==> src/rtl/pport_pkg.sv <==
package pport_pkg;
  localparam int REG_W = 16;

  // strobes from the register decode to the datapath
  typedef struct packed {
    logic wrLatch;
    logic wrDir;
    logic rdDir;
  } pport_strobe_t;
endpackage

==> src/rtl/pport_ctrl.sv <==
module pport_ctrl
  import pport_pkg::*;
(
  input  logic          wrEn,
  input  logic          regSel,
  output pport_strobe_t strb
);
  always_comb begin
    strb         = '0;
    strb.wrLatch = wrEn && !regSel;
    strb.wrDir   = wrEn &&  regSel;
    strb.rdDir   = regSel;
  end
endmodule

==> src/rtl/pport_dpath.sv <==
module pport_dpath
  import pport_pkg::*;
#(
  parameter int               PORT_W    = 16,
  parameter logic [REG_W-1:0] BOND_MASK = 16'hFFFF
) (
  input  logic              clk,
  input  logic              rstN,
  input  pport_strobe_t     strb,
  input  logic [REG_W-1:0]  wrData,
  input  logic [PORT_W-1:0] pinIn,
  output logic [PORT_W-1:0] pinOut,
  output logic [PORT_W-1:0] pinOe,
  output logic [REG_W-1:0]  rdData
);
  logic [PORT_W-1:0] latchQ;
  logic [PORT_W-1:0] dirQ;
  logic [PORT_W-1:0] syncA;
  logic [PORT_W-1:0] syncB;
  logic [PORT_W-1:0] pinRd;

  // output latch: no reset, contents undefined until written
  always_ff @(posedge clk) begin
    if (strb.wrLatch) latchQ <= wrData[PORT_W-1:0];
  end

  always_ff @(posedge clk) begin
    if (!rstN)          dirQ <= '0;
    else if (strb.wrDir) dirQ <= wrData[PORT_W-1:0];
  end

  always_ff @(posedge clk) begin
    if (!rstN) begin
      syncA <= '0;
      syncB <= '0;
    end else begin
      syncA <= pinIn;
      syncB <= syncA;
    end
  end

  for (genvar i = 0; i < PORT_W; i++) begin : g_bit
    if (BOND_MASK[i]) begin : g_bonded
      assign pinRd[i] = dirQ[i] ? latchQ[i] : syncB[i];
    end else begin : g_absent
      assign pinRd[i] = dirQ[i] & latchQ[i];
    end
  end

  always_comb begin
    rdData             = '0;
    rdData[PORT_W-1:0] = strb.rdDir ? dirQ : pinRd;
  end

  assign pinOut = latchQ;
  assign pinOe  = dirQ;
endmodule

==> src/rtl/pport.sv <==
module pport
  import pport_pkg::*;
#(
  parameter int               PORT_W    = 16,
  parameter logic [REG_W-1:0] BOND_MASK = 16'hFFFF
) (
  input  logic              clk,
  input  logic              rstN,
  input  logic              wrEn,
  input  logic              regSel,
  input  logic [REG_W-1:0]  wrData,
  output logic [REG_W-1:0]  rdData,
  input  logic [PORT_W-1:0] pinIn,
  output logic [PORT_W-1:0] pinOut,
  output logic [PORT_W-1:0] pinOe
);
  pport_strobe_t strb;

  pport_ctrl u_ctrl (
    .wrEn   (wrEn),
    .regSel (regSel),
    .strb   (strb)
  );

  pport_dpath #(.PORT_W(PORT_W), .BOND_MASK(BOND_MASK)) u_dpath (
    .clk    (clk),
    .rstN   (rstN),
    .strb   (strb),
    .wrData (wrData),
    .pinIn  (pinIn),
    .pinOut (pinOut),
    .pinOe  (pinOe),
    .rdData (rdData)
  );
endmodule

==> config.mk <==
export PLATFORM = sky130hd
export DESIGN_NAME = pport
export DESIGN_NICKNAME = d
export VERILOG_FILES = /design/src/rtl/pport_pkg.sv /design/src/rtl/pport_ctrl.sv /design/src/rtl/pport_dpath.sv /design/src/rtl/pport.sv
export SDC_FILE = /design/constraint.sdc
export NUM_CORES = 1
export LEC_CHECK = 0
export BUFFER_PORTS_ARGS = -buffer_cell sky130_fd_sc_hd__buf_4
export CAP_MARGIN = 20
export CORE_MARGIN = 2
export CORE_UTILIZATION = 35
export DETAILED_ROUTE_END_ITERATION = 12
export HOLD_SLACK_MARGIN = 0.06
export PLACE_DENSITY = 0.57
export SYNTH_ARGS = -nofsm -noshare
export SYNTH_HDL_FRONTEND = slang
export SYNTH_SLANG_ARGS = --single-unit
==> constraint.sdc <==
create_clock -name clk -period 2.3 [get_ports clk]
set_input_delay 0.46 -clock clk [delete_from_list [all_inputs] [get_ports clk]]
set_output_delay 0.46 -clock clk [all_outputs]
set_load 0.1 [all_outputs]
; Yosys cells after proc, flatten, opt, wreduce, memory -nomap -nowiden
; Cells that the tools add are included.
[classes]
add_sub_neg = 0
n_mul = 0
n_div = 0
n_lt_le_gt_ge = 0
n_eq_ne = 0
shifts = 0
muxes = 17
bitwise_logic = 0
reduce_logical = 3
[ops]
columns = operator, n
row1 = 1-bit 2-to-1 mux, 16
row2 = 16-bit 2-to-1 mux, 1
row3 = 1-bit logical AND, 2
row4 = 1-bit zero test, 1
[word_totals]
regBits = 64
latchBits = 0
ram_bits = 0
rom_bits = 0
output_inout_bits = 48
wordCells = 24
memories = 0

; Logic depth before layout (Yosys ltp)
[logic_depth]
word_depth = 2
mapped_depth = 4
mapped_depth_nobuf = 2

; Modules after synthesis
; Synthesis repeated with hierarchy kept, for this count alone.
[unflattened]
cells_unflattened = 189
hier_area_um2 = 2252.2
[modules_own_cells]
columns = mod, instances, cells_per_inst, area_each_um2, seq_area_each_um2
row1 = pport_dpath, 1, 186, 2228.4, 1441.4
row2 = pport_ctrl, 1, 3, 23.8, 0.0

; Least setup slack after synthesis
; OpenSTA, ideal clock, no wires.
[synth_path]
path_type = reg2out
startpoint = register u_dpath.dirQ[0] (netlist: u_dpath.pinOe[0])
endpoint = output port rdData[0]
arrival_time_ns = 2.921
required_ns = 1.840
setup_slack_ns = -1.081
path_stages_with_launch = 2
cell_sequence = dfxtp_1 o21ai_0
[synth_via]
elab_chain_len = 2
[synth_rtl]
columns = element, line_no
row1 = start: declaration, pport_dpath.sv:17  ; logic [PORT_W-1:0] dirQ;
row2 = start signal: assignment, pport_dpath.sv:29  ; else if (strb.wrDir) dirQ <= wrData[PORT_W-1:0];
row3 = 1-bit 2-to-1 mux, pport_dpath.sv:44  ; assign pinRd[i] = dirQ[i] ? latchQ[i] : syncB[i];
row4 = 16-bit 2-to-1 mux *, pport_dpath.sv:52  ; rdData[PORT_W-1:0] = strb.rdDir ? dirQ : pinRd;
row5 = end: declaration, pport.sv:12  ; output logic [REG_W-1:0] rdData,
; Every way passes the cells marked *; elsewhere a longest branch is shown, timed or not.

; Worst setup path in the final report
[layout_path]
startpoint = input port regSel
endpoint = output port rdData[7]
[layout_via]
elab_chain_len = 1
[layout_rtl]
columns = element, line_no
row1 = start: declaration, pport.sv:10  ; input logic regSel,
row2 = 16-bit 2-to-1 mux, pport_dpath.sv:52
; No other way between the ends.

==> out/qor.yml <==
logic_synthesis:
  yosysSeqAreaShare_pct: 62.8
  ys_warn_count: 0
  synth_compound_area_share_pct: 12.1
  muxShareOfSynthArea_pct: 0
  yosys.area_share.adder_pct: 0
  avgSynthCellArea_sq_um: 11.0
  synth_top_family_by_area: "simple AND/OR/NAND/NOR gates"
  synth_simple_gate_area_share_pct: 20.7
  netlist_instances: 209
  synth_xor_area_share_pct: 0
  syn-cell-area_sq_um: 2300
  synthDistinctLibCells: 17
  synth_seq_cells: 64
  synth.net_count: 245
hold_path:
  min_from: "wrData[11]"
  min_path_cells: 1
  hold_class: "in2reg"
sta:
  setup_viol: 0
  rsz0062_at_grt: "false"
  finalCritPeriodShare_pct: 81.5
  setup_tns_ns: 0
  finalHoldViolations: 0
  whs_ns: 0.310
  fin_crit_ns: 1.87
  slew_viol_final: 0
  max_freq_mhz: 534
  skew_ns: 0.0104
  tightestPinTransition_ns: 0.526
  maxSlewHeadroom_pct: 64.9
cts:
  h-tree-depth: 3
  cts_inserted_buffers: 9
  post_cts_buffers: 0
  numClockSinks: 64
  insertion_delay_ns: 0.33
  clk_path_buf_depth: 2
  clk_pin_slew_worst_paths_ns: 0.07
  ctsResizeCount: 0
  hold_buffers: 0
  tritoncts: "yes"
  clockRootBuffer: "clkbuf_8"
floorplanning:
  start_util_pct: 36.2
  fp-row-count: 29
  fp.dieArea_sq_um: 7220
  die_w_um: 85.0
  die_y_um: 85.0
  core_sq_um: 6350
  pin_count: 84
critical_path:
  critical_path.max_stage_delay_ns: 0.36
  r2r_slack_ns: 1.62
  critPathMaxFanout: 50
  worstPathRequired_ns: 1.84
  path_cells: "buf_4 -> o21ai_0 -> o21ai_2 -> buf_4"
  startpoint: "regSel"
  endpoint_kind: "output pin"
  crit_slowest_cell: "buf_4"
  crit_top_cell: "buf_4"
  crit_type: "in2out"
  start_kind: "input pin"
  critical_path_arrival_ns: 1.41
  reg2regPathDepth: 2
  rr_startpoint: "u_dpath.pinOe[2]$_SDFFE_PN0P_"
cells_and_area:
  drive_gt1_share_pct: 41.7
  final_nets: 326
  finalInstanceArea_sq_um: 3170
  fin_cells: 372
  diodes: 0
  area_delta_synth_final_pct: 38.0
drt:
  drt-wirelength-per-cell_um: 13.0
  ant_nets: 0
  vias: 1681
  route.detailed.drc: 0
  initialDrtViolationCount: 108
  drt-total-wl_mm: 4.84
  drtPass1Iterations: 4
  avgViaCountPerCell: 4.52
power:
  power.leakage_nw: 1.31
  total_power_mw: 2.73
  power.density_nw_per_um2: 860
  peakVddDrop_mv: 0.331
global_route:
  grt_max_degree: 65
  grt_usage_pct: 14.3
  grt-ovfl-total: 0
  grt_pass1_vias: 1561
  grt_pass1_wl_mm: 8.04
  antenna_found_initial: 0
placed_design:
  placed_cell_area_sq_um: 2990
  hpwl_mm: 3.25
  portBuffers: 83
  dp_cells: 356
  place.gp.congestion: 0.724
job:
  cap_violations: 0
status:
  outcome: "complete, no violations"
==> critical path, delay by kind of cell <==
kind | cells | cell delay (ns)
buffers and inverters | 2 | 0.66
AOI/OAI and AO/OA | 2 | 0.28
==> cell families (layout without fill, tap and decap cells) <==
logic type,after synthesis,count (layout)
and+or+nand+nor,82,82
DFF,64,64
AOI/OAI and AO/OA,48,48
buffers and inverters,15,101
==> layout make-up <==
| class | instances | area, sq um |
|---|---|---|
| tap | 77 | 96.3 |
| clock inverter | 5 | 48.8 |
| fill | 605 | 3180 |
| multi-input combinational | 130 | 813 |
| clock buffer | 11 | 131 |
| timing repair buffer | 85 | 638 |
| sequential | 64 | 1440 |
==> flip-flops by register name, summed over array words and instances (netlist names) <==
register	cells
u_dpath.pinOe	16
u_dpath.pinOut	16
u_dpath.syncA	16
u_dpath.syncB	16
==> routing by layer <==
layer,part of all wire (%),vias up,track usage (%)
met5,0,-,0
li1,-,885,-
met3,5.3,9,2.63
met2,46,50,20.3
met4,2.0,0,8.23
met1,47,737,20.2
==> metrics by stage <==
step | utilization (%) | setup WS (ns)
4_1_cts | 49.9 | 0.426
6_report | 49.9 | 0.427
5_1_grt | 49.9 | 0.312
2_1_floorplan | - | 0.144
3_3_place_gp | 47.1 | 0.408
3_5_place_dp | 47.1 | 0.425
==> path summary, 6_finish.rpt <==
kind / endpoint
max: rdData[7]
min: u_dpath.pinOut[11]$_DFFE_PP_
max reg2reg: u_dpath.pinOe[2]$_SDFFE_PN0P_
min reg2reg: u_dpath.syncB[15]$_SDFF_PN0_
==> cell usage after synthesis <==
cell | instances | area (sq um)
and2_1 | 32 | 200
and2_4 | 1 | 8.76
buf_12 | 1 | 20.0
buf_2 | 4 | 20.0
buf_4 | 4 | 30.0
buf_6 | 1 | 11.3
clkbuf_1 | 4 | 15.0
clkbuf_2 | 1 | 5.00
dfxtp_1 | 48 | 961
edfxtp_1 | 16 | 480
nand2_1 | 16 | 60.1
nand2b_1 | 16 | 100
nand4_1 | 16 | 100
nor2b_1 | 1 | 6.26
o21ai_0 | 37 | 185
o21ai_1 | 1 | 5.00
o21ai_2 | 10 | 87.6
==> layout by cell type, fill, tap and decap left out, drive strengths merged <==
cell type / netlist / final
nand4: 16 / 16
dfxtp: 48 / 48
edfxtp: 16 / 16
nand2b: 16 / 16
clkinvlp: 0 / 1
clkinv: 0 / 3
o21ai: 48 / 48
clkbuf: 5 / 11
buf: 10 / 85
and2: 33 / 33
nor2b: 1 / 1
nand2: 16 / 16
bufinv: 0 / 1
==> where the power goes <==
group          total [mW]  switching, mW  leakage, nW  internal (mW)
clock               0.880          0.389       0.0861          0.490
sequential           1.25         0.0312        0.546           1.21
combinational       0.600          0.461        0.678          0.139
total                2.73          0.881         1.31           1.84
Note: power is estimated with default switching activity, not from simulation.
